===== config.mk =====
export PLATFORM = sky130hd
export DESIGN_NAME = ow_slot_engine
export DESIGN_NICKNAME = d
export VERILOG_FILES = /design/src/rtl/ow_slot_pkg.sv /design/src/rtl/ow_line_sync.sv /design/src/rtl/ow_slot_timer.sv /design/src/rtl/ow_rise_capture.sv /design/src/rtl/ow_slot_engine.sv
export SDC_FILE = /design/constraint.sdc
export NUM_CORES = 1
export LEC_CHECK = 0
export ABC_AREA = 1
export BUFFER_PORTS_ARGS = -buffer_cell sky130_fd_sc_hd__buf_2
export CAP_MARGIN = 20
export CORE_ASPECT_RATIO = 0.5
export CORE_MARGIN = 5
export CORE_UTILIZATION = 45
export CTS_CLUSTER_DIAMETER = 120
export DETAILED_ROUTE_END_ITERATION = 16
export GPL_ROUTABILITY_DRIVEN = 0
export MAX_ROUTING_LAYER = met4
export SYNTH_ARGS = -nofsm -noshare
export SYNTH_HDL_FRONTEND = slang
export SYNTH_HIERARCHICAL = 1
export SYNTH_SLANG_ARGS = --single-unit

===== constraint.sdc =====
create_clock -name clk -period 2.1 [get_ports clk]
set_input_delay 0 -clock clk [delete_from_list [all_inputs] [get_ports clk]]
set_output_delay 0 -clock clk [all_outputs]
set_load 0.01 [all_outputs]

===== src/rtl/ow_slot_pkg.sv =====
package ow_slot_pkg;
  typedef enum logic [1:0] {
    SLOT_RESET = 2'd0,
    SLOT_WR0   = 2'd1,
    SLOT_WR1   = 2'd2,
    SLOT_READ  = 2'd3
  } slot_kind_e;
endpackage


===== src/rtl/ow_line_sync.sv =====
module ow_line_sync #(
  parameter int STAGES = 2
) (
  input  logic clk,
  input  logic rst,
  input  logic line_in,
  output logic line_s,
  output logic rise
);
  logic [STAGES-1:0] sh;
  logic              prev;

  for (genvar g = 0; g < STAGES; g++) begin : g_stage
    if (g == 0) begin : g_first
      always_ff @(posedge clk) begin
        if (rst) sh[g] <= 1'b1;
        else     sh[g] <= line_in;
      end
    end else begin : g_next
      always_ff @(posedge clk) begin
        if (rst) sh[g] <= 1'b1;
        else     sh[g] <= sh[g-1];
      end
    end
  end

  always_ff @(posedge clk) begin
    if (rst) prev <= 1'b1;
    else     prev <= sh[STAGES-1];
  end

  assign line_s = sh[STAGES-1];
  assign rise   = sh[STAGES-1] & ~prev;
endmodule


===== src/rtl/ow_slot_timer.sv =====
module ow_slot_timer #(
  parameter int CNT_W = 10
) (
  input  logic             clk,
  input  logic             rst,
  input  logic             tick,
  input  logic             start,
  input  logic [CNT_W-1:0] low_len,
  input  logic [CNT_W-1:0] slot_len,
  output logic [CNT_W-1:0] cnt,
  output logic             busy,
  output logic             drive_low,
  output logic             end_pulse
);
  logic [CNT_W-1:0] low_q, len_q;
  logic [CNT_W-1:0] cnt_nxt;

  assign cnt_nxt = cnt + 1'b1;

  always_ff @(posedge clk) begin
    if (rst) begin
      cnt       <= '0;
      busy      <= 1'b0;
      drive_low <= 1'b0;
      end_pulse <= 1'b0;
      low_q     <= '0;
      len_q     <= '0;
    end else begin
      end_pulse <= 1'b0;
      if (start) begin
        cnt       <= '0;
        busy      <= 1'b1;
        drive_low <= (low_len != '0);
        low_q     <= low_len;
        len_q     <= slot_len;
      end else if (busy && tick) begin
        cnt       <= cnt_nxt;
        drive_low <= (cnt_nxt < low_q);
        if (cnt_nxt == len_q) begin
          busy      <= 1'b0;
          drive_low <= 1'b0;
          end_pulse <= 1'b1;
        end
      end
    end
  end

  assert_drive_in_slot_R3: assert property (@(posedge clk) disable iff (rst)
    drive_low |-> busy);
  assert_cnt_below_len_R2: assert property (@(posedge clk) disable iff (rst)
    busy |-> (cnt < len_q));
  assert_end_frees_R2: assert property (@(posedge clk) disable iff (rst)
    end_pulse |-> !busy);
endmodule


===== src/rtl/ow_rise_capture.sv =====
module ow_rise_capture #(
  parameter int CNT_W = 10
) (
  input  logic             clk,
  input  logic             rst,
  input  logic             start,
  input  logic [CNT_W-1:0] slot_len,
  input  logic             busy,
  input  logic             drive_low,
  input  logic [CNT_W-1:0] cnt,
  input  logic             rise,
  output logic [CNT_W-1:0] cap
);
  logic [CNT_W-1:0] len_q;

  always_ff @(posedge clk) begin
    if (rst) begin
      cap   <= '0;
      len_q <= '0;
    end else if (start) begin
      cap   <= slot_len;
      len_q <= slot_len;
    end else if (busy && !drive_low && rise) begin
      cap <= cnt;
    end
  end

  assert_cap_bounded_R6: assert property (@(posedge clk) disable iff (rst)
    cap <= len_q);
endmodule


===== src/rtl/ow_slot_engine.sv =====
module ow_slot_engine #(
  parameter int RESET_LEN   = 1000,
  parameter int RESET_LOW   = 500,
  parameter int PRES_BAR    = 550,
  parameter int BIT_LEN     = 100,
  parameter int WR0_LOW     = 60,
  parameter int WR1_LOW     = 6,
  parameter int RD_LOW      = 2,
  parameter int RD_BAR      = 10,
  parameter int SYNC_STAGES = 2,
  parameter int BYTE_W      = 8
) (
  input  logic              clk,
  input  logic              rst,
  input  logic              tick_1us,
  input  logic              cmd_valid,
  output logic              cmd_ready,
  input  logic [1:0]        cmd_kind,
  input  logic              line_in,
  output logic              drive_low,
  output logic              presence,
  output logic              rd_bit,
  output logic [BYTE_W-1:0] rd_byte,
  output logic              rd_valid,
  output logic              slot_done
);
  import ow_slot_pkg::*;

  localparam int CNT_W = $clog2(RESET_LEN + 1);
  localparam logic [CNT_W-1:0] L_RESET = CNT_W'(RESET_LEN);
  localparam logic [CNT_W-1:0] L_BIT   = CNT_W'(BIT_LEN);
  localparam logic [CNT_W-1:0] B_PRES  = CNT_W'(PRES_BAR);
  localparam logic [CNT_W-1:0] B_READ  = CNT_W'(RD_BAR);

  slot_kind_e       kind_q;
  logic             busy, end_pulse, start;
  logic [CNT_W-1:0] cnt, cap, sel_low, sel_len;
  logic             line_s, rise;

  assign cmd_ready = !busy;
  assign start     = cmd_valid && !busy;

  always_comb begin
    unique case (slot_kind_e'(cmd_kind))
      SLOT_RESET: begin sel_low = CNT_W'(RESET_LOW); sel_len = L_RESET; end
      SLOT_WR0:   begin sel_low = CNT_W'(WR0_LOW);   sel_len = L_BIT;   end
      SLOT_WR1:   begin sel_low = CNT_W'(WR1_LOW);   sel_len = L_BIT;   end
      default:    begin sel_low = CNT_W'(RD_LOW);    sel_len = L_BIT;   end
    endcase
  end

  ow_slot_timer #(.CNT_W(CNT_W)) i_timer (
    .clk(clk), .rst(rst), .tick(tick_1us), .start(start),
    .low_len(sel_low), .slot_len(sel_len), .cnt(cnt), .busy(busy),
    .drive_low(drive_low), .end_pulse(end_pulse)
  );

  ow_line_sync #(.STAGES(SYNC_STAGES)) i_sync (
    .clk(clk), .rst(rst), .line_in(line_in), .line_s(line_s), .rise(rise)
  );

  ow_rise_capture #(.CNT_W(CNT_W)) i_cap (
    .clk(clk), .rst(rst), .start(start), .slot_len(sel_len), .busy(busy),
    .drive_low(drive_low), .cnt(cnt), .rise(rise), .cap(cap)
  );

  always_ff @(posedge clk) begin
    if (rst) kind_q <= SLOT_RESET;
    else if (start) kind_q <= slot_kind_e'(cmd_kind);
  end

  always_ff @(posedge clk) begin
    if (rst) begin
      presence  <= 1'b0;
      rd_bit    <= 1'b0;
      rd_byte   <= '0;
      rd_valid  <= 1'b0;
      slot_done <= 1'b0;
    end else begin
      slot_done <= end_pulse;
      rd_valid  <= 1'b0;
      if (end_pulse) begin
        if (kind_q == SLOT_RESET)
          presence <= (cap > B_PRES) && (cap != L_RESET);
        if (kind_q == SLOT_READ) begin
          rd_valid <= 1'b1;
          rd_bit   <= (cap < B_READ);
          rd_byte  <= {(cap < B_READ), rd_byte[BYTE_W-1:1]};
        end
      end
    end
  end

  assert_done_single_R8: assert property (@(posedge clk) disable iff (rst)
    slot_done |=> !slot_done);
  assert_rdvalid_with_done_R5: assert property (@(posedge clk) disable iff (rst)
    rd_valid |-> slot_done);
  assert_accept_drops_ready_R2: assert property (@(posedge clk) disable iff (rst)
    (cmd_valid && cmd_ready) |=> !cmd_ready);
  assert_presence_only_reset_R4: assert property (@(posedge clk) disable iff (rst)
    !(end_pulse && kind_q == SLOT_RESET) |=> $stable(presence));
  assert_line_unused_ok_R6: assert property (@(posedge clk) disable iff (rst)
    (drive_low && $past(drive_low) && $past(drive_low, 2) && $past(drive_low, 3)) |-> !line_s);
endmodule


Yosys cells after proc, flatten, opt, wreduce, memory -nomap -nowiden --
Cells that the tools add are included. W data, S select, Z words.
Operators by class: reductions and logical operators 19, muxes and demuxes 12, add/sub/neg operators 1, bitwise gates (word level) 4, order comparisons 3, equal/unequal tests 5
Operators by type and width (number):
- $mux W10 | 3
- $pmux W9 S3 | 1
- $add A10 B1 Y10 const B | 1
- $eq A10 B10 Y1 | 1
- $gt A10 B10 Y1 const B | 1
- $lt A10 B10 Y1 | 1
- $lt A10 B4 Y1 const B | 1
- $ne A10 B10 Y1 const B | 1
- $reduce_bool A10 Y1 | 1
- $mux W1 | 8
- $reduce_and A2 Y1 | 3
- $reduce_bool A2 Y1 | 3
- $logic_and A1 B1 Y1 | 5
- $eq A2 B2 Y1 const B | 2
- $logic_not A2 Y1 | 2
- $reduce_or A2 Y1 | 2
- $not A1 Y1 | 3
- $reduce_or A3 Y1 | 1
- $eq A2 B1 Y1 const B | 1
- $logic_not A1 Y1 | 2
- $and A1 B1 Y1 | 1
Storage, ports and cells: input port bits 7, register bits after elaboration 60

Logic depth before layout (Yosys ltp) --
Gate-level depths: netlist of the first run.
depth in word-level cells 5, gate-level depth with buffers 16, mapped depth without buffers 16

Modules after synthesis --
Netlist of the first run, hierarchy kept.
By module, submodules not included:
- ow_slot_timer | cells an instance 261, sequential area each 660.6 sq um, instances 1, area each 1850.5 sq um
- ow_slot_engine | cells an instance 99, sequential area each 260.2 sq um, instances 1, area each 691.9 sq um
- ow_rise_capture | cells an instance 100, sequential area each 200.2 sq um, instances 1, area each 610.6 sq um
- ow_line_sync | cells an instance 11, sequential area each 60.1 sq um, instances 1, area each 92.6 sq um

Worst setup path before layout of the first run --
OpenSTA, ideal clock, no wires.
kind register to register, start point register i_timer.cnt[2], end point register i_timer.drive_low, required time 2.030 ns, setup time 0.070 ns, arrival 1.806 ns, stages on the path, launching flop included 10, path buffers 0, period minus slack after synthesis 1.876 ns, slack 0.224 ns, path through dfxtp_1 > nand3_2 > nor2_4 > nand2_1 > nand2_2 > nand2_2 > ha_1 > a2111oi_0 > nand3_1 > a21oi_1
On the way: word-level cells in the longest chain between the ends 5, elaborated cells between the ends (all ways) 6, classes of those cells 1 x add/sub; 1 x order compare; 1 x eq/ne; 3 x mux
RTL lines:
- start, declared | line ow_slot_timer.sv:10 | output logic [CNT_W-1:0] cnt,
- start signal, assigned | line ow_slot_timer.sv:37 | cnt <= cnt_nxt;
- $add A10 B1 Y10 (*) | line ow_slot_timer.sv:18 | assign cnt_nxt = cnt + 1'b1;
- net i_timer.cnt_nxt[9] | line ow_slot_timer.sv:16 | logic [CNT_W-1:0] cnt_nxt;
- $lt A10 B10 Y1 / $eq A10 B10 Y1 (equally long branches) | line ow_slot_timer.sv:38, ow_slot_timer.sv:39
- $mux W1 (*) | line ow_slot_timer.sv:39 | if (cnt_nxt == len_q) begin
- $mux W1 (*) | line ow_slot_timer.sv:36 | end else if (busy && tick) begin
- $mux W1 (*) | line ow_slot_timer.sv:30 | if (start) begin
- end signal, assigned | line ow_slot_timer.sv:33 | drive_low <= (low_len != '0);
- end signal, assigned | line ow_slot_timer.sv:38 | drive_low <= (cnt_nxt < low_q);
- end, declared | line ow_slot_timer.sv:12 | output logic drive_low,
Mark *: on every way through the listed nets, which the timed path passes. The rest lies on a longest branch. The select of a mux whose other input is x is not followed. A chain may end at the register's enable or synchronous reset.

Worst setup path in the final report of the first run --
start point register i_timer.cnt[1], end point register i_timer.drive_low
The elaborated chain is that of the path after synthesis.

==> results of run 1 <==
worst min-delay path, delay by kind of cell:
family	cells	cell delay, ns
AOI/OAI and AO/OA	2	0.19
buffers and inverters	1	0.13
per-stage QoR:
stage | setup TNS [ns] | cell area [um^2] | hold WS (ns) | setup WS [ns]
floorplan | 0 | 3291 | 0.06907 | 0.2243
global placement | 0 | 3510 | 0.1851 | 0.1185
detailed placement | 0 | 3510 | 0.1875 | 0.09377
CTS | 0 | 3855 | 0.02188 | 0.07240
global route | -0.02315 | 3891 | 0.08132 | -0.02315
finish | 0 | 3891 | 0.02724 | 0.1792
worst max path at each step:
| stage | start | endpoint | slack [ns] | depth (start not counted) |
|---|---|---|---|---|
| 2_1_floorplan | i_timer/cnt[2] | i_timer/drive_low | 0.22 | 9 |
| 3_3_place_gp | i_timer/cnt[1] | i_timer/drive_low | 0.12 | 14 |
| 3_5_place_dp | i_timer/cnt[0] | i_timer/drive_low | 0.09 | 16 |
| 4_1_cts | i_timer/cnt[0] | i_timer/drive_low | 0.07 | 16 |
| 5_1_grt | i_timer/cnt[2] | i_timer/drive_low | -0.02 | 9 |
| 6_report | i_timer/cnt[1] | i_timer/drive_low | 0.18 | 9 |
area by class of cell:
class	count	area share [%]
clock inverters	7	2.572
flip-flops and latches	59	30.71
multi-input cells	332	45.11
inverters	76	7.460
repair buffers	34	5.402
well taps	92	2.958
clock buffers	9	5.788
kinds of logic (layout without fill, tap and decap cells):
kind of cell    count (synthesis)  count (layout)  share of synthesized area [%]
buf+inv                        92             126                          11.60
xor+xnor                        2               2                         0.5398
fa+ha+maj                      10              10                          3.855
flops                          59              59                          36.39
other cells                     2              14                         0.2314
compound gates                 90              90                          15.42
simple gates                  216             216                          31.96
sequential cells by signal, summed over array words and instances, names as in the netlist, 2 cells and up:
name,cells
kind_q,2
rd_byte,7
i_timer/len_q,10
i_timer/cnt,10
i_timer/low_q,10
i_cap/cap,10
power by group:
| part | total (W) | switching, W | internal (W) |
|---|---|---|---|
| Clock | 0.00160 | 0.000552 | 0.00104 |
| Sequential | 0.00124 | 0.0000499 | 0.00119 |
| Combinational | 0.000394 | 0.000247 | 0.000147 |
| Total | 0.00323 | 0.000849 | 0.00238 |
routing by layer:
layer  up-vias  share of wire [%]  GRT usage, %  wire length (um)
li1       1569                  -             -                 -
met1      1234                 55         25.20              3909
met2        47                 37         21.79              2642
met3        10                5.6         5.712               394
met4         0                1.5         5.876               103
met5         -                  0             -                 0
placed cells by master (no fill, tap or decap), types with 2 or more instances in the layout:
cell / Yosys / routed
nand3_2: 6 / 6
nor2_1: 41 / 41
nand2_2: 27 / 27
dlygate4sd3_1: 0 / 2
conb_1: 2 / 14
nand2_1: 94 / 94
o211ai_1: 4 / 4
inv_1: 67 / 67
clkbuf_16: 0 / 9
dfxtp_2: 0 / 5
dfxtp_1: 59 / 52
o21ai_2: 2 / 2
clkinv_1: 4 / 4
o21ai_0: 31 / 31
nor3_1: 3 / 3
buf_2: 3 / 20
a31oi_1: 2 / 2
clkinv_4: 1 / 4
nor2_2: 5 / 5
buf_4: 3 / 12
bufinv_16: 0 / 2
nor4_1: 2 / 2
a21oi_1: 43 / 42
dfxtp_4: 0 / 2
ha_1: 10 / 9
inv_2: 4 / 4
nand4_2: 2 / 2
nand3_1: 28 / 28
a21oi_2: 7 / 8
what timing repair did:
item | CTS | global route
endpoints found under the setup margin | 0 | 2
resized for setup | 0 | 14
setup buffers | 0 | 0
hold endpoints to repair | 2 | 0
hold buffers | 2 | 0
==> flow_summary.ini, run 1 <==
[timing]
hold_viol = 0
setup_viol = 0
period_minus_slack_ns = 1.921
max_slew.worst_pin.slew_ns = 0.5408
clock.fmax_mhz = 520.6
period_share_pct = 91.46
fin_skew_ns = 0.009033
slew_violations = 0
max-slew-margin-rel_pct = 63.81

[die]
row_count = 21
io_pins = 21
fp.dieH_um = 70.05
die_w_um = 130.1
placeableCoreArea_um2 = 6832
dieArea_um2 = 9114
start_util_pct = 47.51

[route]
post-route-drc-count = 0
wire_per_inst_um = 11.58
vias = 2860
ant_nets = 0
drt_iter0_drc = 240
drt_pass1_iterations = 5
totalWireLength_mm = 7.050
viasPerCell = 4.696

[placed_design]
hpwl_mm = 5.157
dp_cells = 591
portBuffers = 20

[critical_path]
path_buf_inv = 0
crit_path_max_fanout = 5
rrSetupSlack_ns = 0.18
slowest_delay_ns = 0.38
rr_endpoint = i_timer/drive_low
reg2reg_from = i_timer/cnt[1]
path_class = flip-flop to flip-flop
r2r.worst_path.cells = 9
crit_chain = nand3_2 -> nor2_4 -> nand2_1 -> nand2_2 -> nand2_2 -> ha_1 -> a2111oi_2 -> nand3_1 -> a21oi_2
cp_top_family = simple AND/OR/NAND/NOR gates
worst_setup_path_end_kind = flip-flop
crit_arrival_ns = 2.18
crit_slowest_cell = dfxtp_4
cpMostUsedCell = nand2_2
critPathLaunchType = flip-flop
critPathRequiredTime_ns = 2.36

[cts]
cts_max_level = 3
clkSlewWorstSetupHoldPaths_ns = 0.05
root_buffer = clkbuf_16
clock_sinks = 59
cts_buffers = 9
cts_tree = yes
clk_latency_ns = 0.33
ctsLongestPathBuffers = 2

[cells_and_area]
fin_cells = 609
fillCellCount = 691
multi_input_area_um2 = 1755
final_nets = 529
syn2layout_area_growth_pct = 19.89
drive_gt1_share_pct = 22.63
diodes = 0
seqCellArea_um2 = 1195
postLayoutCoreUtil_pct = 56.96

[grt]
grt_pass1_wl_mm = 12.10
first_global_vias = 2458
gr-total-overflow = 0
grt_util_all_layers_pct = 17.28
grt_max_degree = 28
antenna_found_initial = 0

[synth]
ys_top_cells_by_area = dfxtp_1 36%, nand2_1 11%, inv_1 7.7%
synth_seq_area_share_pct = 36.39
yosysUniqueCellTypes = 38
ys_ff_latch = 59
synth_top_area_cell = dfxtp_1
synth_commonest_cells = 94 x nand2_1, 67 x inv_1, 59 x dfxtp_1
synthCells = 471
syn_area_um2 = 3246
yosys_warnings = 6
synth_most_common_cell = nand2_1
synthArstFlopShare_pct = 0
synth_flop_cell = dfxtp_1
synth_edf_count = 0
netlist.area_leader.share_pct = 36.39
syn_avg_cell_area_um2 = 6.891

[outcome]
outcome = finished, final reports clean

[worst_hold_path]
min_from = cmd_kind[1]
min_to = i_timer/low_q[1]
min_path_cells = 3
hold_path.class = input pin to flip-flop

[power]
power_density_nw_per_um2 = 829.1
p_leak_nw = 1.868
p_total_w = 0.003226
peakVddDrop_mv = 0.6731

[job]
cap_violations = 0
Note: power is estimated with default switching activity, not from simulation.
==> run 2, diff against run 1 <==
- CAP_MARGIN: 20 -> 15
- CORE_UTILIZATION: 45 -> 50
- PLACE_DENSITY: unset -> 0.68
==> run 2 against run 1 <==
  * Clock power decreased by 6%
  * Combinational power rose by 2%
  * Cell count decreased by 0.82%
  * Power decreased by 2.7%
  * Maximum frequency shrank 1.4%
  * Register-to-register slack worse by 0.03 ns
  * Critical path type unchanged
  * Critical endpoint unchanged
  * Highest routed layer unchanged
==> flow_summary.ini, run 2 (synthesized netlist as in run 1, its figures left out) <==
[timing]
max_slew.worst_pin.slew_ns = 0.5738
fin_skew_ns = 0.007774
setup_viol = 0
hold_viol = 0
slew_violations = 0
clock.fmax_mhz = 513.3
rsz0062_at_grt = no
period_share_pct = 92.77
period_minus_slack_ns = 1.948
tns_ns = 0
max-slew-margin-rel_pct = 61.69

[critical_path]
cpMostUsedCell = nand2_2
cp_top_family = simple AND/OR/NAND/NOR gates
path_class = flip-flop to flip-flop
reg2reg_from = i_timer/cnt[7]
critPathRequiredTime_ns = 2.35
startpoint = i_timer/cnt[7]
path_buf_inv = 1
critPathLaunchType = flip-flop
crit_arrival_ns = 2.20
crit_chain = inv_1 -> nor3_4 -> nand2_1 -> nand2_2 -> nand2_2 -> ha_1 -> a2111oi_4 -> nand3_1 -> a21oi_1
worst_setup_path_end_kind = flip-flop
crit_slowest_cell = dfxtp_1
slowest_delay_ns = 0.39
crit_path_max_fanout = 4

[power]
peakVddDrop_mv = 0.4925
power_density_nw_per_um2 = 810.2
p_leak_nw = 1.862

[die]
row_count = 20
placeableCoreArea_um2 = 6181
fp.dieH_um = 66.97
die_w_um = 123.9
io_pins = 21
start_util_pct = 52.51
dieArea_um2 = 8300

[cts]
clock_sinks = 59
ctsLongestPathBuffers = 2
cts_max_level = 3
root_buffer = clkbuf_16
clkSlewWorstSetupHoldPaths_ns = 0.05
clk_latency_ns = 0.33
cts_tree = yes
post_cts_buffers = 0
cts_buffers = 9

[cells_and_area]
final_nets = 529
drive_gt1_share_pct = 21.90
final_cell_mix = 94 x nand2_1, 67 x inv_1, 55 x dfxtp_1, 43 x a21oi_1, 41 x nor2_1
syn2layout_area_growth_pct = 19.35
postLayoutCoreUtil_pct = 62.67
diodes = 0
final_common_cell = nand2_1

[worst_hold_path]
min_from = cmd_kind[0]
hold_path.class = input pin to flip-flop

[route]
wire_per_inst_um = 11.97
drt_pass1_iterations = 4
post-route-drc-count = 0
totalWireLength_mm = 7.231
viasPerCell = 4.772
ant_nets = 0
drt_iter0_drc = 205
vias = 2882

[placed_design]
hpwl_mm = 5.164
portBuffers = 20

[grt]
grt_util_all_layers_pct = 19.57
grt_pass1_wl_mm = 11.99
antenna_found_initial = 0
grt_max_degree = 31
first_global_vias = 2493
gr-total-overflow = 0

[job]
cap_violations = 0

[outcome]
outcome = finished, final reports clean
==> run 2: changes by cell type in the layout (fill, tap and decap cells not counted), moves of 2 or more <==
cell,change
clkbuf_8,+3
dfxtp_1,+3
dfxtp_2,-2
clkinv_4,-2
==> run 2: where the power goes <==
part           leakage [nW]  switching, W  internal, W  total, W
registers             0.486     0.0000488      0.00119   0.00124
logic                  1.22      0.000254     0.000146  0.000400
clock network         0.151      0.000495      0.00101   0.00150
total                  1.86      0.000798      0.00234   0.00314
==> run 2: layout make-up <==
cell class                      instances  area [um^2]
Fill cell                             591         2307
Multi-Input combinational cell        332         1764
Sequential cell                        59         1189
Inverter                               76        290.3
Clock buffer                           12        266.5
Timing Repair Buffer                   34        207.7
Tap cell                               88        110.1
Clock inverter                          3        46.29
==> run 2: per-layer routing <==
| layer | vias to the layer above | share of wire, % | GRT usage (%) |
|---|---|---|---|
| met4 | 0 | 1.1 | 6.139 |
| met5 | - | 0 | - |
| met2 | 42 | 41 | 27.10 |
| met3 | 8 | 4.2 | 6.616 |
| li1 | 1569 | - | - |
| met1 | 1263 | 54 | 26.67 |
==> run 2: stage by stage <==
| step | area [um^2] | cells | worst slack, ns | hold WS [ns] | total power, W |
|---|---|---|---|---|---|
| after floorplan | 3291 | 483 | 0.2243 | 0.06907 | 0.001545 |
| after global placement | 3512 | 588 | 0.1619 | 0.1831 | 0.001633 |
| after detailed placement | 3512 | 588 | 0.06170 | 0.1820 | 0.001641 |
| after CTS | 3835 | 604 | 0.01513 | 0.006290 | 0.003163 |
| after global routing | 3874 | 604 | 0.01397 | 0.03104 | 0.003314 |
| final | 3874 | 604 | 0.1519 | 0.03491 | 0.003139 |
==> run 2: worst min-delay path, delay by kind of cell <==
family | cells | cell delay [ns]
buffers and inverters | 2 | 0.19
AO/OA/AOI/OAI | 1 | 0.13
==> run 2: final timing paths <==
| path | cells after the start | end | slack [ns] |
|---|---|---|---|
| setup / recovery | 9 | i_timer/drive_low | 0.15 |
| hold / removal | 3 | kind_q[0] | 0.03 |
| setup reg to reg | 9 | i_timer/drive_low | 0.15 |
| hold reg to reg | 2 | i_sync/line_s | 0.40 |
==> run 2: timing repair <==
| action | 4_1_cts | 5_1_grt |
|---|---|---|
| resized for setup | 0 | 10 |
| setup endpoints to repair | 0 | 1 |
| hold buffers | 1 | 0 |
| hold endpoints to repair | 1 | 0 |
==> run 3, diff against run 2 <==
- SETUP_SLACK_MARGIN: unset -> 0.5
==> run 3 against run 2 <==
  * Sequential power is essentially flat
  * Maximum frequency grew 8.3%
  * Flip-flop and latch count is the same
  * Sequential share of layout area shrank 0.36 points
  * Non-clock buffer count grew 5
  * Wire length grew 2.4%
  * Global-route usage grew 0.59 points
  * Core utilization grew 2.0 points
  * Power shrank 5.1%
  * Die area is the same
  * Cell count grew 0.99%
  * Critical path depth grew 6
  * Critical path type unchanged
  * Critical endpoint unchanged
  * Largest power group unchanged
==> flow_summary.ini, run 3 (synthesized netlist as in run 1, its figures left out) <==
[die]
dieArea_um2 = 8300
placeableCoreArea_um2 = 6181
io_pins = 21
fp.dieH_um = 66.97
die_w_um = 123.9
row_count = 20
start_util_pct = 52.51

[grt]
grt_util_all_layers_pct = 20.16
first_global_vias = 2574
antenna_found_initial = 0
gr-total-overflow = 0
grt_max_degree = 31
grt_pass1_wl_mm = 12.32

[cells_and_area]
diodes = 0
final_common_cell = nand2_1
syn2layout_area_growth_pct = 23.17
drive_gt1_share_pct = 27.97
final_nets = 534
final_cell_mix = 87 x nand2_1, 61 x inv_1, 50 x dfxtp_1, 40 x nor2_1, 40 x a21oi_1
postLayoutCoreUtil_pct = 64.68

[timing]
hold_viol = 0
fin_skew_ns = 0.007533
slew_violations = 0
rsz0062_at_grt = yes
period_minus_slack_ns = 1.799
period_share_pct = 85.67
tns_ns = 0
max_slew.worst_pin.slew_ns = 0.6746
max-slew-margin-rel_pct = 54.86
clock.fmax_mhz = 555.9
setup_viol = 0
finalHoldWorstSlack_ns = 0.02325

[critical_path]
r2r.worst_path.cells = 15
crit_chain = ha_4 -> inv_2 -> nand2_2 -> nand2_2 -> inv_2 -> ha_4 -> nand2_1 -> o21ai_2 -> nand2_1 -> nand2_1 -> nand2_1 -> nand2_1 -> nand3_1 -> nand3_1 -> a21oi_1
crit_path_max_fanout = 5
reg2reg_from = i_timer/cnt[0]
path_class = flip-flop to flip-flop
cpMostUsedCell = nand2_1
slowest_delay_ns = 0.37
rr_endpoint = i_timer/drive_low
cp_top_family = simple AND/OR/NAND/NOR gates
rrSetupSlack_ns = 0.30
crit_slowest_cell = dfxtp_4
critPathLaunchType = flip-flop
crit_arrival_ns = 1.99
worst_setup_path_end_kind = flip-flop
critPathRequiredTime_ns = 2.29
path_buf_inv = 2
startpoint = i_timer/cnt[0]

[outcome]
outcome = finished, final reports clean

[route]
drt_pass1_iterations = 4
post-route-drc-count = 0
viasPerCell = 4.782
vias = 2917
wire_per_inst_um = 12.14
drt_iter0_drc = 187
ant_nets = 0
totalWireLength_mm = 7.407

[power]
netSwitchingFraction_pct = 28.24
p_leak_nw = 1.898
pwr-share-seq_pct = 41.4
power_density_nw_per_um2 = 745.4
power.share.combinational_pct = 14.3
clkPwrFrac_pct = 44.3
peakVddDrop_mv = 0.5194
switchingPower_w = 0.0008415
p_int_w = 0.002138

[cts]
clock_sinks = 59
cts_buffers = 9
cts_tree = yes
ctsLongestPathBuffers = 2
root_buffer = clkbuf_16
clkSlewWorstSetupHoldPaths_ns = 0.05
cts_max_level = 3
clk_latency_ns = 0.33

[worst_hold_path]
min_path_cells = 3
hold_path.class = input pin to flip-flop
min_to = kind_q[0]
min_from = cmd_kind[0]

[placed_design]
portBuffers = 20
hpwl_mm = 4.988

[job]
cap_violations = 0
==> run 3: repair_timing <==
| item | CTS | global route |
|---|---|---|
| setup endpoints to repair | 3 | 12 |
| pin swaps | 12 | 14 |
| endpoints found under the hold margin | 1 | 0 |
| resized for setup | 20 | 14 |
| hold buffers | 1 | 0 |
| buffers inserted | 7 | 4 |
==> run 3: final cells by class <==
type	count	area, um^2
clock inverter	6	40.04
multi-input combinational	332	1867
clock buffer	10	229.0
tap	88	110.1
timing repair buffer	39	245.2
fill	528	2183
inverter	76	294.0
sequential	59	1212
==> run 3: worst max-delay path by stage <==
stage,end,slack [ns],depth (start not counted)
5_1_grt,i_timer/drive_low,0.17,14
4_1_cts,i_timer/drive_low,0.30,10
2_1_floorplan,i_timer/drive_low,0.44,9
3_5_place_dp,i_timer/drive_low,0.25,16
6_report,i_timer/drive_low,0.30,15
3_3_place_gp,i_timer/drive_low,0.26,16
==> run 3: worst min-delay path: stages <==
cell	delay, ns
buf_2	0.09
inv_1	0.09
a21oi_1	0.13
==> run 3: routing by layer <==
layer  up-vias  global-route usage, %  wire length [um]
li1       1584                      -                 -
met5         -                      -                 0
met4         0                  5.184                68
met3         8                  7.888               423
met2        53                  29.25              3208
met1      1272                  26.27              3707
==> run 3: through the flow <==
stage	std cells	instance area, um^2	setup slack, ns	total power (W)
finish	610	3998	0.3010	0.002980
global route	610	3998	0.1681	0.003123
CTS	606	3923	0.3045	0.002980
detailed placement	582	3522	0.2487	0.001643
global placement	582	3522	0.2551	0.001639
floorplan	483	3346	0.4445	0.001552
==> run 3: power groups by stage <==
stage / Combinational [W] / Sequential, W / Clock, W
3_5_place_dp: 0.000380 / 0.00126 / 0
3_3_place_gp: 0.000378 / 0.00126 / 0
2_1_floorplan: 0.000302 / 0.00125 / 0
5_1_grt: 0.000483 / 0.00124 / 0.00140
6_report: 0.000425 / 0.00123 / 0.00132
4_1_cts: 0.000402 / 0.00123 / 0.00134
